--- src/rtl/scl_gen_pkg.sv ---
package scl_gen_pkg;

   typedef enum logic [1:0] {
      SPD_OFF  = 2'd0,
      SPD_STD  = 2'd1,
      SPD_FAST = 2'd2,
      SPD_HIGH = 2'd3
   } spd_e;

   localparam int NUM_SPEEDS  = 3;
   localparam int CTRL_OFS    = 'h00;
   localparam int CNT_BASE    = 'h14;
   localparam int SPEED_STEP  = 8;
   localparam int LOW_STEP    = 4;
   localparam int EN_BIT      = 0;
   localparam int SPD_LSB     = 1;

   function automatic int hi_ofs(input int idx);
      return CNT_BASE + SPEED_STEP * idx;
   endfunction

   function automatic int lo_ofs(input int idx);
      return CNT_BASE + SPEED_STEP * idx + LOW_STEP;
   endfunction

endpackage

--- src/rtl/scl_cfg_regs.sv ---
module scl_cfg_regs
   import scl_gen_pkg::*;
#(
   parameter int ADDR_W = 8,
   parameter int DATA_W = 32,
   parameter int CNT_W  = 16,
   parameter logic [NUM_SPEEDS-1:0][CNT_W-1:0] RST_HI = '0,
   parameter logic [NUM_SPEEDS-1:0][CNT_W-1:0] RST_LO = '0
) (
   input  logic                               clk,
   input  logic                               rst_n,
   input  logic                               wr_en,
   input  logic [ADDR_W-1:0]                  wr_addr,
   input  logic [DATA_W-1:0]                  wr_data,
   output logic                               cfg_en,
   output spd_e                               cfg_spd,
   output logic [NUM_SPEEDS-1:0][CNT_W-1:0]   hi_q,
   output logic [NUM_SPEEDS-1:0][CNT_W-1:0]   lo_q
);

   localparam logic [ADDR_W-1:0] CTRL_A = ADDR_W'(CTRL_OFS);

   logic ctrl_hit;
   assign ctrl_hit = wr_en && (wr_addr == CTRL_A);

   always_ff @(posedge clk or negedge rst_n) begin
      if (!rst_n) begin
         cfg_en  <= 1'b0;
         cfg_spd <= SPD_OFF;
      end else if (ctrl_hit) begin
         cfg_en  <= wr_data[EN_BIT];
         cfg_spd <= spd_e'(wr_data[SPD_LSB +: 2]);
      end
   end

   // counts are writable only while the controller is disabled
   for (genvar gi = 0; gi < NUM_SPEEDS; gi++) begin : g_speed
      localparam logic [ADDR_W-1:0] HI_A = ADDR_W'(hi_ofs(gi));
      localparam logic [ADDR_W-1:0] LO_A = ADDR_W'(lo_ofs(gi));
      logic hi_hit, lo_hit;
      assign hi_hit = wr_en && !cfg_en && (wr_addr == HI_A);
      assign lo_hit = wr_en && !cfg_en && (wr_addr == LO_A);

      always_ff @(posedge clk or negedge rst_n) begin
         if (!rst_n) begin
            hi_q[gi] <= RST_HI[gi];
            lo_q[gi] <= RST_LO[gi];
         end else begin
            if (hi_hit) hi_q[gi] <= wr_data[CNT_W-1:0];
            if (lo_hit) lo_q[gi] <= wr_data[CNT_W-1:0];
         end
      end
   end

endmodule

--- src/rtl/scl_phase_ctr.sv ---
module scl_phase_ctr #(
   parameter int CNT_W = 16
) (
   input  logic             clk,
   input  logic             rst_n,
   input  logic             run,
   input  logic [CNT_W-1:0] hi_cnt,
   input  logic [CNT_W-1:0] lo_cnt,
   output logic             scl,
   output logic             sample_stb,
   output logic             drive_stb
);

   logic             in_low;
   logic [CNT_W-1:0] pos;
   logic [CNT_W-1:0] limit;
   logic             at_end;

   assign limit  = in_low ? lo_cnt : hi_cnt;
   // >= lets a shortened count, after a speed change, end the phase at once
   assign at_end = (pos >= limit);

   always_ff @(posedge clk or negedge rst_n) begin
      if (!rst_n) begin
         in_low <= 1'b0;
         pos    <= '0;
      end else if (!run) begin
         in_low <= 1'b0;
         pos    <= '0;
      end else if (at_end) begin
         in_low <= !in_low;
         pos    <= '0;
      end else begin
         pos    <= pos + 1'b1;
      end
   end

   assign scl        = !(run && in_low);
   assign sample_stb = run && !in_low && (pos == (hi_cnt >> 1));
   assign drive_stb  = run &&  in_low && (pos == '0);

endmodule

--- src/rtl/scl_speed_gen.sv ---
module scl_speed_gen
   import scl_gen_pkg::*;
#(
   parameter int ADDR_W  = 8,
   parameter int DATA_W  = 32,
   parameter int CNT_W   = 16,
   parameter int STD_HI  = 'h75,
   parameter int STD_LO  = 'h7C,
   parameter int FAST_HI = 'h15,
   parameter int FAST_LO = 'h21,
   parameter int HIGH_HI = 'h07,
   parameter int HIGH_LO = 'h0E
) (
   input  logic              clk,
   input  logic              rst_n,
   input  logic              wr_en,
   input  logic [ADDR_W-1:0] wr_addr,
   input  logic [DATA_W-1:0] wr_data,
   input  logic              xfer_active,
   output logic              scl,
   output logic              sample_stb,
   output logic              drive_stb
);

   localparam logic [NUM_SPEEDS-1:0][CNT_W-1:0] RST_HI =
      {CNT_W'(HIGH_HI), CNT_W'(FAST_HI), CNT_W'(STD_HI)};
   localparam logic [NUM_SPEEDS-1:0][CNT_W-1:0] RST_LO =
      {CNT_W'(HIGH_LO), CNT_W'(FAST_LO), CNT_W'(STD_LO)};

   if (CNT_W < 2 || CNT_W > DATA_W) begin : g_bad_cnt_w
      $error("CNT_W must lie between 2 and DATA_W");
   end
   if (ADDR_W < 6) begin : g_bad_addr_w
      $error("ADDR_W too narrow for the count offsets");
   end

   logic                             cfg_en;
   spd_e                             cfg_spd;
   logic [NUM_SPEEDS-1:0][CNT_W-1:0] hi_all;
   logic [NUM_SPEEDS-1:0][CNT_W-1:0] lo_all;
   logic [CNT_W-1:0]                 hi_sel;
   logic [CNT_W-1:0]                 lo_sel;
   logic                             run;

   scl_cfg_regs #(
      .ADDR_W (ADDR_W),
      .DATA_W (DATA_W),
      .CNT_W  (CNT_W),
      .RST_HI (RST_HI),
      .RST_LO (RST_LO)
   ) u_regs (
      .clk     (clk),
      .rst_n   (rst_n),
      .wr_en   (wr_en),
      .wr_addr (wr_addr),
      .wr_data (wr_data),
      .cfg_en  (cfg_en),
      .cfg_spd (cfg_spd),
      .hi_q    (hi_all),
      .lo_q    (lo_all)
   );

   always_comb begin
      unique case (cfg_spd)
         SPD_STD:  begin hi_sel = hi_all[0]; lo_sel = lo_all[0]; end
         SPD_FAST: begin hi_sel = hi_all[1]; lo_sel = lo_all[1]; end
         SPD_HIGH: begin hi_sel = hi_all[2]; lo_sel = lo_all[2]; end
         default:  begin hi_sel = '0;        lo_sel = '0;        end
      endcase
   end

   assign run = cfg_en && (cfg_spd != SPD_OFF) && xfer_active;

   scl_phase_ctr #(
      .CNT_W (CNT_W)
   ) u_phase (
      .clk        (clk),
      .rst_n      (rst_n),
      .run        (run),
      .hi_cnt     (hi_sel),
      .lo_cnt     (lo_sel),
      .scl        (scl),
      .sample_stb (sample_stb),
      .drive_stb  (drive_stb)
   );

endmodule

--- config.mk ---
export PLATFORM = sky130hd
export DESIGN_NAME = scl_speed_gen
export DESIGN_NICKNAME = d
export VERILOG_FILES = /design/src/rtl/scl_gen_pkg.sv /design/src/rtl/scl_cfg_regs.sv /design/src/rtl/scl_phase_ctr.sv /design/src/rtl/scl_speed_gen.sv
export SDC_FILE = /design/constraint.sdc
export NUM_CORES = 1
export LEC_CHECK = 0
export BUFFER_PORTS_ARGS = -buffer_cell sky130_fd_sc_hd__buf_4
export CORE_MARGIN = 2
export CORE_UTILIZATION = 41
export DETAILED_ROUTE_END_ITERATION = 6
export PLACE_DENSITY = 0.58
export SKIP_CTS_REPAIR_TIMING = 1
export SLEW_MARGIN = 20
export SYNTH_ARGS = -nofsm -noshare
export SYNTH_HDL_FRONTEND = slang
export SYNTH_HIERARCHICAL = 1
export SYNTH_SLANG_ARGS = --single-unit
--- constraint.sdc ---
create_clock -name clk -period 7.2 [get_ports clk]
set_clock_uncertainty 0.2 [all_clocks]
set_input_delay 1.44 -clock clk [delete_from_list [all_inputs] [get_ports clk]]
set_output_delay 1.44 -clock clk [all_outputs]
set_load 0.05 [all_outputs]
==> results of run 1 <==
==> worst max path at each step <==
stage                                   from  slack, ps          to  depth (start not counted)
2_1_floorplan                    xfer_active       1950   drive_stb                          4
3_3_place_gp                     xfer_active       2670   drive_stb                          6
3_5_place_dp                     xfer_active       2700   drive_stb                          6
4_1_cts        u_regs/cfg_spd[0]$_DFFE_PN0P_       2310  sample_stb                          8
5_1_grt        u_regs/cfg_spd[0]$_DFFE_PN0P_       2150  sample_stb                          8
6_report       u_regs/cfg_spd[0]$_DFFE_PN0P_       2280  sample_stb                          8
==> area by class of cell <==
cell class,instances,area [sq um]
flip-flops and latches,116,2930
inverters,6,22.5
clock buffers,23,488
multi-input cells,315,3090
clock inverters,8,124
fillers,1313,7890
repair buffers,34,255
well taps,188,235
==> cell usage after synthesis (2+ instances only) <==
master and number:
sky130_fd_sc_hd__a21o_1 2, sky130_fd_sc_hd__a21oi_1 4, sky130_fd_sc_hd__a22o_1 32, sky130_fd_sc_hd__and3_1 2, sky130_fd_sc_hd__buf_12 3, sky130_fd_sc_hd__buf_2 6, sky130_fd_sc_hd__buf_6 8, sky130_fd_sc_hd__clkbuf_1 6
sky130_fd_sc_hd__dfrtp_1 95, sky130_fd_sc_hd__dfstp_2 21, sky130_fd_sc_hd__ha_1 18, sky130_fd_sc_hd__inv_1 6, sky130_fd_sc_hd__mux2_2 103, sky130_fd_sc_hd__mux2_4 30, sky130_fd_sc_hd__mux2i_1 15, sky130_fd_sc_hd__nand2_1 11
sky130_fd_sc_hd__nand3_1 3, sky130_fd_sc_hd__nand4_1 9, sky130_fd_sc_hd__nand4_2 2, sky130_fd_sc_hd__nand4b_2 4, sky130_fd_sc_hd__nor2_1 23, sky130_fd_sc_hd__nor3_1 5, sky130_fd_sc_hd__nor4_1 4, sky130_fd_sc_hd__nor4b_1 4
sky130_fd_sc_hd__nor4b_2 2, sky130_fd_sc_hd__o21ai_0 2, sky130_fd_sc_hd__xnor2_1 19, sky130_fd_sc_hd__xor2_1 10
==> per-stage QoR <==
stage / setup WS [ps] / total power (uW) / std cells / instance area [sq um]
after floorplan: 1950 / 768 / 462 / 6260
after global placement: 2670 / 804 / 659 / 6530
after detailed placement: 2700 / 810 / 659 / 6530
after CTS: 2310 / 1690 / 690 / 7150
after global routing: 2150 / 1730 / 690 / 7150
final: 2280 / 1660 / 690 / 7150
==> layer usage <==
metal,vias up,GRT usage (%)
met2,43,27.7
met1,1947,23.0
met5,-,0
met3,17,4.65
li1,1758,-
met4,0,6.98
==> state kept, by name (all words and copies together), names as in the netlist <==
register,count
u_regs/cfg_spd,2
u_phase/in_low,1
u_regs/hi_q,48
u_regs/lo_q,48
u_regs/cfg_en,1
u_phase/pos,16
==> power breakdown <==
part / internal [uW] / switching (uW)
registers: 684 / 13.2
logic: 50.7 / 48.6
clock network: 577 / 282
total: 1310 / 344
==> logic make-up (layout without fill, tap and decap cells) <==
family,after synthesis,in the layout,synth area share [%]
flip-flops,116,116,46.8
adder cells (fa/ha/maj),18,18,3.60
AND/OR/NAND/NOR,76,76,7.80
multiplexers,148,148,28.1
XOR/XNOR,29,29,4.06
AO/OA/AOI/OAI,44,44,5.80
buffers and inverters,31,71,3.78
==> out/metrics.json, run 1 <==
{
  "area_contributors_post_synth": {"value": "sky130_fd_sc_hd__dfrtp_1, sky130_fd_sc_hd__mux2_2, sky130_fd_sc_hd__dfstp_2"},
  "post_route_utilization": {"value": 47.5, "unit": "%"},
  "clock.fmax": {"value": 0.203, "unit": "GHz"},
  "period_share": {"value": 68.3, "unit": "%"},
  "final_antenna_net_count": {"value": 0},
  "run_status": {"value": "finished clean"},
  "worst_ir_drop_vdd": {"value": 0.000149, "unit": "V"},
  "detail_route.vias_per_cell": {"value": 5.46},
  "clock_tree.buffer_depth": {"value": 2},
  "max_slew.worst_pin.slew": {"value": 811, "unit": "ps"},
  "flop_and_latch_count_out_of_synthesis": {"value": 116},
  "hold_depth": {"value": 1},
  "clk_pin_slew": {"value": 50, "unit": "ps"},
  "num_antenna_cells": {"value": 0},
  "leakage": {"value": 0.00336, "unit": "uW"},
  "cp_data_required_time": {"value": 5560, "unit": "ps"},
  "tritoncts": {"value": "yes"},
  "rr_endpoint": {"value": "u_phase/in_low$_DFFE_PN0P_"},
  "antenna_found_initial": {"value": 0},
  "clock_insertion_delay_worst_skew": {"value": 420, "unit": "ps"},
  "number_of_flops_mapped_to_enable_cells_by_yosys": {"value": 0},
  "wirelength": {"value": 12900, "unit": "microns"},
  "ioPinCount": {"value": 47},
  "drt_pass1_iterations": {"value": 4},
  "first_global_vias": {"value": 4077},
  "vias": {"value": 3765},
  "setup-tns-final": {"value": 0, "unit": "ps"},
  "gpl.final_weighted_congestion": {"value": 0.854},
  "routed-wl-met3": {"value": 295, "unit": "microns"},
  "cts_num_sinks": {"value": 116},
  "worst_r2r_path_depth": {"value": 10},
  "dieHeight": {"value": 128, "unit": "microns"},
  "hold_viol_final": {"value": 0},
  "worst_ep_arrival_time": {"value": 3280, "unit": "ps"},
  "most-common-layout-cells": {"value": "sky130_fd_sc_hd__mux2_2, sky130_fd_sc_hd__dfrtp_1, sky130_fd_sc_hd__buf_4, sky130_fd_sc_hd__a22o_1, sky130_fd_sc_hd__mux2_4"},
  "drt-met1-wl": {"value": 6230, "unit": "microns"},
  "max-cap-violations": {"value": 0},
  "setup_viol": {"value": 0},
  "portBuffers": {"value": 30},
  "most_frequent_standard_cell_in_the_layout_excluding_fill_and_tap_cells": {"value": "sky130_fd_sc_hd__mux2_2"},
  "synth_top_cell_by_area": {"value": "sky130_fd_sc_hd__dfrtp_1"},
  "pwr_density_cell": {"value": 232, "unit": "nW/um^2"},
  "worst_path_dominant_cell_family": {"value": "simple AND/OR/NAND/NOR gates"},
  "crit_type": {"value": "reg2out"},
  "fp.dieArea": {"value": 16300, "unit": "sq um"},
  "synth.yosys.warnings": {"value": 6},
  "cp-end-kind": {"value": "output pin"},
  "fp-row-count": {"value": 45},
  "hold_start": {"value": "u_regs/lo_q[47]$_DFFE_PN0P_"},
  "detail_route.iter0.violations": {"value": 145},
  "worst-r2r-setup-slack": {"value": 3170, "unit": "ps"},
  "rsz0062_at_grt": {"value": "false"},
  "wire_per_inst": {"value": 18.7, "unit": "microns"},
  "detailroute.wirelength.met2": {"value": 6160, "unit": "microns"},
  "slew_headroom": {"value": 45.8, "unit": "%"},
  "async_flop_share": {"value": 100, "unit": "%"},
  "hold_ws": {"value": 300, "unit": "ps"},
  "post_route_cells_drive_above_1_share": {"value": 45.6, "unit": "%"},
  "synthToLayoutAreaGrowth": {"value": 14.2, "unit": "%"},
  "setup.worst_path.start_class": {"value": "register"},
  "global_route_wire_length_before_repair": {"value": 21600, "unit": "microns"},
  "timing.final.max_slew_violations": {"value": 0},
  "syn_area_per_cell": {"value": 13.5, "unit": "sq um"},
  "maxUsedRoutingLayer": {"value": "met4"},
  "initial_utilization": {"value": 41.6, "unit": "%"},
  "cts_inserted_buffers": {"value": 17},
  "crit_fanout": {"value": 29},
  "finalCriticalPeriod": {"value": 4920, "unit": "ps"},
  "placeableCoreArea": {"value": 15000, "unit": "sq um"},
  "reg2reg_from": {"value": "u_regs/cfg_spd[0]$_DFFE_PN0P_"},
  "synth_top_area_share": {"value": 38.0, "unit": "%"},
  "synthesis.area": {"value": 6260, "unit": "sq um"},
  "slowest_delay": {"value": 530, "unit": "ps"},
  "post_synth_inst_count": {"value": 462},
  "synth_fp_nets": {"value": 524},
  "cp_common_cell": {"value": "sky130_fd_sc_hd__buf_4"},
  "globalRouteTotalUtil": {"value": 17.5, "unit": "%"},
  "cpMaxStageDelayCell": {"value": "sky130_fd_sc_hd__buf_4"},
  "place.detailed.hpwl": {"value": 8570, "unit": "microns"},
  "route.detailed.drc": {"value": 0},
  "synth_top_flop_cell": {"value": "sky130_fd_sc_hd__dfrtp_1"},
  "hp-class": {"value": "reg2reg"},
  "fp.dieW": {"value": 128, "unit": "microns"},
  "yosysUniqueCellTypes": {"value": 41},
  "grt.overflow.total": {"value": 0},
  "h-tree-depth": {"value": 4},
  "root_buffer": {"value": "sky130_fd_sc_hd__clkbuf_16"},
  "hold_end": {"value": "u_regs/lo_q[47]$_DFFE_PN0P_"},
  "grt_start_max_net_pins": {"value": 64},
  "critical_path.cell_chain": {"value": "buf_4 > mux2_4 > a22o_1 > xor2_1 > nor4_1 > nand4_1 > nor3_1 > buf_4"},
  "path_buf_inv": {"value": 2},
  "synth-seq-area-share": {"value": 46.8, "unit": "%"},
  "nets": {"value": 552}
}
Note: power is estimated with default switching activity, not from simulation.
==> run 2, diff against run 1 <==
--- a/config.mk
+++ b/config.mk
@@ -5,6 +5,7 @@
 export SDC_FILE = /design/constraint.sdc
 export NUM_CORES = 1
 export LEC_CHECK = 0
+export ABC_AREA = 1
 export BUFFER_PORTS_ARGS = -buffer_cell sky130_fd_sc_hd__buf_4
 export CORE_MARGIN = 2
 export CORE_UTILIZATION = 41
==> constraint.sdc (replaced) <==
create_clock -name clk -period 5.15 [get_ports clk]
set_clock_uncertainty 0.2 [all_clocks]
set_input_delay 1.03 -clock clk [delete_from_list [all_inputs] [get_ports clk]]
set_output_delay 1.03 -clock clk [all_outputs]
set_load 0.05 [all_outputs]
==> out/metrics.json, run 2 <==
{
  "hold_ws": {"value": 262, "unit": "ps", "change": "-38.4 ps"},
  "timing.final.max_slew_violations": {"value": 0, "change": "unchanged"},
  "slew_headroom": {"value": 26.1, "unit": "%", "change": "-20 points"},
  "nets": {"value": 907, "change": "+64%"},
  "gpl.final_weighted_congestion": {"value": 0.832, "change": "-2.5%"},
  "yosysUniqueCellTypes": {"value": 35, "change": "-15%"},
  "routed-wl-met3": {"value": 949, "unit": "microns", "change": "+220%"},
  "number_of_flops_mapped_to_enable_cells_by_yosys": {"value": 0, "change": "unchanged"},
  "syn_area_per_cell": {"value": 8.04, "unit": "sq um", "change": "-41%"},
  "portBuffers": {"value": 30, "change": "unchanged"},
  "antenna_found_initial": {"value": 1, "change": "+1"},
  "synth_top_cell_by_area": {"value": "sky130_fd_sc_hd__dfrtp_1"},
  "drt-met1-wl": {"value": 8790, "unit": "microns", "change": "+41%"},
  "clk_pin_slew": {"value": 60, "unit": "ps", "change": "about the same"},
  "globalRouteTotalUtil": {"value": 23.1, "unit": "%", "change": "+5.6 points"},
  "clock_tree.buffer_depth": {"value": 2, "change": "unchanged"},
  "ys_top_cells_by_count": {"value": "sky130_fd_sc_hd__nand2_1, sky130_fd_sc_hd__nand3_1, sky130_fd_sc_hd__dfrtp_1"},
  "rsz0062_at_grt": {"value": "false"},
  "path_depth": {"value": 9, "change": "+1"},
  "grt.overflow.total": {"value": 0, "change": "unchanged"},
  "setup_ws": {"value": 1010, "unit": "ps", "change": "-1270 ps"},
  "post_route_cells_drive_above_1_share": {"value": 16.4, "unit": "%", "change": "-29 points"},
  "detailroute.wirelength.met2": {"value": 8800, "unit": "microns", "change": "+43%"},
  "stdcell_area": {"value": 7590, "unit": "sq um", "change": "+6.2%"},
  "first_global_vias": {"value": 5730, "change": "+41%"},
  "worst-r2r-setup-slack": {"value": 1530, "unit": "ps", "change": "-1640 ps"},
  "synth-seq-area-share": {"value": 43.6, "unit": "%", "change": "-3.2 points"},
  "cts_inserted_buffers": {"value": 17, "change": "unchanged"},
  "setup.worst_path.start_class": {"value": "register"},
  "synth.yosys.warnings": {"value": 6, "change": "unchanged"},
  "wirelength": {"value": 18900, "unit": "microns", "change": "+46%"},
  "maxUsedRoutingLayer": {"value": "met5"},
  "worst_ir_drop_vdd": {"value": 0.000239, "unit": "V", "change": "+60%"},
  "cpMaxStageDelayCell": {"value": "sky130_fd_sc_hd__inv_1"},
  "fp.dieW": {"value": 132, "unit": "microns", "change": "+3.5%"},
  "dieHeight": {"value": 132, "unit": "microns", "change": "+3.5%"},
  "synth_fp_nets": {"value": 897, "change": "+71%"},
  "global_route_wire_length_before_repair": {"value": 31400, "unit": "microns", "change": "+46%"},
  "worst_setup_path_endpoint": {"value": "sample_stb"},
  "clock_insertion_delay_worst_skew": {"value": 420, "unit": "ps", "change": "about the same"},
  "synthesis.area": {"value": 6720, "unit": "sq um", "change": "+7.3%"},
  "period_share": {"value": 80.4, "unit": "%"},
  "route.detailed.drc": {"value": 0, "change": "unchanged"},
  "worst_ep_arrival_time": {"value": 2910, "unit": "ps", "change": "-370 ps"},
  "multi_input_comb_area": {"value": 3320, "unit": "sq um", "change": "+7.3%"},
  "most_frequent_standard_cell_in_the_layout_excluding_fill_and_tap_cells": {"value": "sky130_fd_sc_hd__nand2_1"},
  "critPathLaunch": {"value": "u_regs/cfg_spd[1]$_DFFE_PN0P_"},
  "most-common-layout-cells": {"value": "sky130_fd_sc_hd__nand2_1, sky130_fd_sc_hd__nand3_1, sky130_fd_sc_hd__dfrtp_1, sky130_fd_sc_hd__buf_4, sky130_fd_sc_hd__inv_1"},
  "detail_route.vias_per_cell": {"value": 5.27, "change": "-3.5%"},
  "yosys.cell_count.top_type": {"value": "sky130_fd_sc_hd__nand2_1"},
  "cp_data_required_time": {"value": 3920, "unit": "ps", "change": "-1640 ps"},
  "seqCellArea": {"value": 2930, "unit": "sq um", "change": "about the same"},
  "cts_num_sinks": {"value": 116, "change": "unchanged"},
  "final_antenna_net_count": {"value": 0, "change": "unchanged"},
  "worst_path_dominant_cell_family": {"value": "buffers and inverters"},
  "post_synth_inst_count": {"value": 835, "change": "+81%"},
  "crit_fanout": {"value": 24, "change": "-17%"},
  "finalCriticalPeriod": {"value": 4140, "unit": "ps"},
  "h-tree-depth": {"value": 4, "change": "unchanged"},
  "max_slew.worst_pin.slew": {"value": 1110, "unit": "ps", "change": "+297 ps"},
  "placeableCoreArea": {"value": 15900, "unit": "sq um", "change": "+6.1%"},
  "cp-end-kind": {"value": "output pin"},
  "synthToLayoutAreaGrowth": {"value": 13.0, "unit": "%"},
  "nFillCells": {"value": 1632, "change": "+24%"},
  "setup_viol": {"value": 0, "change": "unchanged"},
  "clock.fmax": {"value": 0.242, "unit": "GHz"},
  "critical_path.cell_chain": {"value": "inv_1 > buf_4 > nand3_1 > nand3_1 > o22ai_1 > nor3_1 > nand2_1 > nor2_1 > buf_4"},
  "fp-row-count": {"value": 46, "change": "+2.2%"},
  "synth_top_flop_cell": {"value": "sky130_fd_sc_hd__dfrtp_1"},
  "reg2reg_from": {"value": "u_regs/cfg_spd[1]$_DFFE_PN0P_"},
  "slowest_delay": {"value": 710, "unit": "ps", "change": "+180 ps"},
  "run_status": {"value": "finished clean"},
  "path_buf_inv": {"value": 3, "change": "+1"},
  "setup-tns-final": {"value": 0, "unit": "ps", "change": "unchanged"},
  "worst_r2r_path_depth": {"value": 14, "change": "+4"},
  "leakage": {"value": 0.00371, "unit": "uW", "change": "+10%"},
  "crit_type": {"value": "reg2out"},
  "drt_pass1_iterations": {"value": 6, "change": "+2"},
  "wire_per_inst": {"value": 17.6, "unit": "microns", "change": "-6.0%"},
  "detailed_place.area": {"value": 6950, "unit": "sq um", "change": "+6.4%"},
  "rr_endpoint": {"value": "u_phase/in_low$_DFFE_PN0P_"},
  "area_contributors_post_synth": {"value": "sky130_fd_sc_hd__dfrtp_1, sky130_fd_sc_hd__nand3_1, sky130_fd_sc_hd__nand2_1"},
  "tritoncts": {"value": "yes"},
  "reg_top3": {"value": "u_regs/hi_q (48), u_regs/lo_q (48), u_phase/pos (16)"},
  "dp_slack": {"value": 1450, "unit": "ps", "change": "-1250 ps"},
  "ioPinCount": {"value": 47, "change": "unchanged"},
  "pwr_density_cell": {"value": 319, "unit": "nW/um^2", "change": "+38%"},
  "num_antenna_cells": {"value": 0, "change": "unchanged"},
  "hp-class": {"value": "reg2reg"},
  "hold_viol_final": {"value": 0, "change": "unchanged"},
  "synth_top_area_share": {"value": 35.4, "unit": "%", "change": "-2.6 points"},
  "max-cap-violations": {"value": 0, "change": "unchanged"},
  "vias": {"value": 5656, "change": "+50%"},
  "grt_start_max_net_pins": {"value": 66, "change": "+3.1%"},
  "detail_route.iter0.violations": {"value": 386, "change": "+170%"},
  "place.detailed.hpwl": {"value": 11600, "unit": "microns", "change": "+36%"},
  "initial_utilization": {"value": 42.1, "unit": "%", "change": "+0.51 points"},
  "flop_and_latch_count_out_of_synthesis": {"value": 116, "change": "unchanged"},
  "root_buffer": {"value": "sky130_fd_sc_hd__clkbuf_16"},
  "async_flop_share": {"value": 100, "unit": "%", "change": "unchanged"},
  "fp.dieArea": {"value": 17400, "unit": "sq um", "change": "+7.1%"}
}
[run 2: layout make-up]
| cell class | instances | share of cell area, % |
|---|---|---|
| multi-input combinational | 632 | 43.7 |
| sequential | 116 | 38.6 |
| clock buffer | 18 | 5.66 |
| timing repair buffer | 37 | 3.66 |
| tap | 216 | 3.56 |
| clock inverter | 14 | 2.75 |
| inverter | 41 | 2.03 |
[run 2: power by group]
group | total (uW) | switching (uW) | internal, uW
combinational | 151 | 110 | 40.8
sequential | 974 | 19.5 | 955
clock | 1290 | 440 | 855
total | 2420 | 570 | 1850
[run 2: worst register-to-register path: stages, from the launching register on]
cell	delay, ps
sky130_fd_sc_hd__dfrtp_2	390
sky130_fd_sc_hd__inv_1	710
sky130_fd_sc_hd__buf_4	350
sky130_fd_sc_hd__nand3_1	90
sky130_fd_sc_hd__nand3_1	210
sky130_fd_sc_hd__inv_1	100
sky130_fd_sc_hd__nand2_1	70
sky130_fd_sc_hd__o21ai_0	110
sky130_fd_sc_hd__ha_1	320
sky130_fd_sc_hd__a21oi_1	120
sky130_fd_sc_hd__o21ai_0	130
sky130_fd_sc_hd__a21oi_2	230
sky130_fd_sc_hd__nand2_2	290
sky130_fd_sc_hd__nand2_1	150
sky130_fd_sc_hd__nand2_1	60
[run 2: cell families (layout without fill, tap and decap cells)]
group	count (synthesis)	after routing	share of synthesized area (%)
xor+xnor	21	21	2.74
flops	116	116	43.6
fa+ha+maj	18	18	3.35
mux	12	12	1.79
simple gates	560	560	39.6
compound gates	21	21	1.79
buf+inv	87	110	7.08
[run 2: worst min path at each step]
stage | slack [ps] | to | startpoint | cells after the start
after global routing | 270 | u_regs/hi_q[18]$_DFFE_PN1P_ | u_regs/hi_q[18]$_DFFE_PN1P_ | 2
after detailed placement | 250 | u_regs/hi_q[6]$_DFFE_PN1P_ | u_regs/hi_q[6]$_DFFE_PN1P_ | 2
after global placement | 250 | u_regs/lo_q[35]$_DFFE_PN1P_ | u_regs/lo_q[35]$_DFFE_PN1P_ | 2
after floorplan | 240 | u_regs/hi_q[41]$_DFFE_PN0P_ | u_regs/hi_q[41]$_DFFE_PN0P_ | 2
final | 260 | u_regs/lo_q[34]$_DFFE_PN1P_ | u_regs/lo_q[34]$_DFFE_PN1P_ | 2
after CTS | 260 | u_regs/hi_q[6]$_DFFE_PN1P_ | u_regs/hi_q[6]$_DFFE_PN1P_ | 2
[run 2: routing by layer]
| metal | up-vias | GRT usage (%) |
|---|---|---|
| met1 | 2688 | 31.8 |
| met2 | 141 | 36.2 |
| met5 | - | 0 |
| met3 | 29 | 4.54 |
| li1 | 2796 | - |
| met4 | 2 | 8.57 |
[run 2: metrics by stage]
stage                     util (%)  power (uW)  instances
after floorplan                  -        1070        835
after global placement        43.6        1140       1042
after detailed placement      43.6        1140       1042
after CTS                     47.6        2440       1074
after global routing          47.6        2510       1074
final                         47.6        2420       1074
==> run 3, diff against run 2 <==
==> constraint.sdc (replaced) <==
create_clock -name clk -period 4.2 [get_ports clk]
set_clock_uncertainty 0.2 [all_clocks]
set_input_delay 0.84 -clock clk [delete_from_list [all_inputs] [get_ports clk]]
set_output_delay 0.84 -clock clk [all_outputs]
set_load 0.05 [all_outputs]
==> out/metrics.json, run 3 (synthesis results as in run 2) <==
{
  "crit_fanout": {"value": 65, "change": "+170%"},
  "fp-row-count": {"value": 46, "change": "unchanged"},
  "most_frequent_standard_cell_in_the_layout_excluding_fill_and_tap_cells": {"value": "sky130_fd_sc_hd__nand2_1"},
  "detail_route.iter0.violations": {"value": 384, "change": "-0.52%"},
  "rsz0062_at_grt": {"value": "false"},
  "fp.dieW": {"value": 132, "unit": "microns", "change": "unchanged"},
  "gpl.final_weighted_congestion": {"value": 0.831, "change": "about the same"},
  "slew_headroom": {"value": 37.9, "unit": "%", "change": "+12 points"},
  "globalRouteTotalUtil": {"value": 22.4, "unit": "%", "change": "-0.71 points"},
  "vias": {"value": 5658, "change": "+0.035%"},
  "cts_num_sinks": {"value": 116, "change": "unchanged"},
  "worst-r2r-setup-slack": {"value": 900, "unit": "ps", "change": "-630 ps"},
  "final_antenna_net_count": {"value": 0, "change": "unchanged"},
  "placeableCoreArea": {"value": 15900, "unit": "sq um", "change": "unchanged"},
  "clk_pin_slew": {"value": 60, "unit": "ps", "change": "about the same"},
  "cts_inserted_buffers": {"value": 17, "change": "unchanged"},
  "tritoncts": {"value": "yes"},
  "wirelength": {"value": 18800, "unit": "microns", "change": "-0.21%"},
  "place.detailed.hpwl": {"value": 12200, "unit": "microns", "change": "+4.6%"},
  "grt.overflow.total": {"value": 0, "change": "unchanged"},
  "clock_tree.buffer_depth": {"value": 2, "change": "unchanged"},
  "hp-class": {"value": "reg2reg"},
  "max-cap-violations": {"value": 0, "change": "unchanged"},
  "nets": {"value": 914, "change": "+0.77%"},
  "root_buffer": {"value": "sky130_fd_sc_hd__clkbuf_16"},
  "cp_data_required_time": {"value": 3160, "unit": "ps", "change": "-760 ps"},
  "ioPinCount": {"value": 47, "change": "unchanged"},
  "leakage": {"value": 0.00372, "unit": "uW", "change": "+0.32%"},
  "setup_viol": {"value": 0, "change": "unchanged"},
  "finalCriticalPeriod": {"value": 3680, "unit": "ps"},
  "most-common-layout-cells": {"value": "sky130_fd_sc_hd__nand2_1, sky130_fd_sc_hd__nand3_1, sky130_fd_sc_hd__dfrtp_1, sky130_fd_sc_hd__buf_4, sky130_fd_sc_hd__inv_1"},
  "detailed_place.area": {"value": 7010, "unit": "sq um", "change": "+0.94%"},
  "cp-end-kind": {"value": "output pin"},
  "clock_insertion_delay_worst_skew": {"value": 410, "unit": "ps", "change": "about the same"},
  "worst_ep_arrival_time": {"value": 2640, "unit": "ps", "change": "-270 ps"},
  "detail_route.vias_per_cell": {"value": 5.23, "change": "-0.61%"},
  "route.detailed.drc": {"value": 0, "change": "unchanged"},
  "stdcell_area": {"value": 7590, "unit": "sq um", "change": "about the same"},
  "antenna_found_initial": {"value": 0, "change": "-1"},
  "dieHeight": {"value": 132, "unit": "microns", "change": "unchanged"},
  "setup-tns-final": {"value": 0, "unit": "ps", "change": "unchanged"},
  "first_global_vias": {"value": 5654, "change": "-1.3%"},
  "post_route_cells_drive_above_1_share": {"value": 17.0, "unit": "%", "change": "+0.56 points"},
  "wire_per_inst": {"value": 17.4, "unit": "microns", "change": "-0.85%"},
  "crit_type": {"value": "reg2out"},
  "clock.fmax": {"value": 0.271, "unit": "GHz"},
  "period_share": {"value": 87.7, "unit": "%"},
  "global_route_wire_length_before_repair": {"value": 30500, "unit": "microns", "change": "-2.9%"},
  "fp.dieArea": {"value": 17400, "unit": "sq um", "change": "unchanged"},
  "drt_pass1_iterations": {"value": 5, "change": "-1"},
  "max_slew.worst_pin.slew": {"value": 929, "unit": "ps", "change": "-179 ps"},
  "synthToLayoutAreaGrowth": {"value": 13.1, "unit": "%", "change": "about the same"},
  "grt_start_max_net_pins": {"value": 66, "change": "unchanged"},
  "run_status": {"value": "finished clean"},
  "pwr_density_cell": {"value": 368, "unit": "nW/um^2", "change": "+15%"},
  "initial_utilization": {"value": 42.1, "unit": "%", "change": "unchanged"},
  "timing.final.max_slew_violations": {"value": 0, "change": "unchanged"},
  "worst_ir_drop_vdd": {"value": 0.000302, "unit": "V", "change": "+27%"},
  "setup.worst_path.start_class": {"value": "register"},
  "nFillCells": {"value": 1617, "change": "-0.92%"},
  "h-tree-depth": {"value": 4, "change": "unchanged"},
  "hold_viol_final": {"value": 0, "change": "unchanged"},
  "portBuffers": {"value": 30, "change": "unchanged"},
  "reg_top3": {"value": "u_regs/hi_q (48), u_regs/lo_q (48), u_phase/pos (16)"},
  "num_antenna_cells": {"value": 0, "change": "unchanged"}
}
run 3: cell count changes in the layout (fill, tap and decap cells not counted), sizes merged:
cell      delta
buf          +7
bufinv       -3
clkbuf       +2
clkinv       +2
clkinvlp     -1
run 3: where the power goes:
group	switching, uW	internal [uW]
clock	525	888
sequential	23.8	1170
combinational	134	54.2
total	682	2110
run 3: final timing paths:
check,cells past startpoint,end,startpoint
max in group asynchronous,2,u_regs/lo_q[6]$_DFFE_PN1P_,rst_n
min in group asynchronous,1,u_phase/pos[3]$_DFF_PN0_,rst_n
worst min-delay path,2,u_regs/hi_q[0]$_DFFE_PN1P_,u_regs/hi_q[0]$_DFFE_PN1P_
worst max register to register,14,u_phase/in_low$_DFFE_PN0P_,u_regs/cfg_spd[0]$_DFFE_PN0P_
worst max-delay path,9,sample_stb,u_regs/cfg_spd[0]$_DFFE_PN0P_
worst min register to register,2,u_regs/hi_q[0]$_DFFE_PN1P_,u_regs/hi_q[0]$_DFFE_PN1P_
run 3: final cells by class:
class / count / area, sq um / area share (%)
clock buffer: 20 / 447 / 5.88
timing repair buffer: 44 / 343 / 4.51
multi-input combinational: 632 / 3320 / 43.7
clock inverter: 12 / 133 / 1.75
sequential: 116 / 2930 / 38.6
tap: 216 / 270 / 3.56
inverter: 41 / 154 / 2.03
run 3: critical path: stages, from the launching register on:
cell                      delay [ps]
sky130_fd_sc_hd__dfrtp_2         350
sky130_fd_sc_hd__buf_4           570
sky130_fd_sc_hd__nand3_1         150
sky130_fd_sc_hd__nand3_1         200
sky130_fd_sc_hd__xnor2_1         160
sky130_fd_sc_hd__nand2_1          70
sky130_fd_sc_hd__nor3_1          190
sky130_fd_sc_hd__nand4_1         120
sky130_fd_sc_hd__nor2_1          160
sky130_fd_sc_hd__buf_4           230
run 3: stage by stage:
stage | util [%] | hold slack (ps) | worst slack (ps) | total power [uW] | cells
final | 47.6 | 261 | 516 | 2800 | 1081
after global routing | 47.6 | 273 | 297 | 2900 | 1081
after CTS | 47.6 | 263 | 532 | 2820 | 1081
after detailed placement | 44.0 | 254 | 915 | 1400 | 1049
after global placement | 44.0 | 252 | 910 | 1400 | 1049
after floorplan | - | 242 | 45.2 | 1310 | 835
run 3: layer usage:
metal	GRT usage (%)	wire (microns)
met1	28.9	8590
met2	38.0	9250
met3	5.23	826
met4	5.50	164
met5	0	0
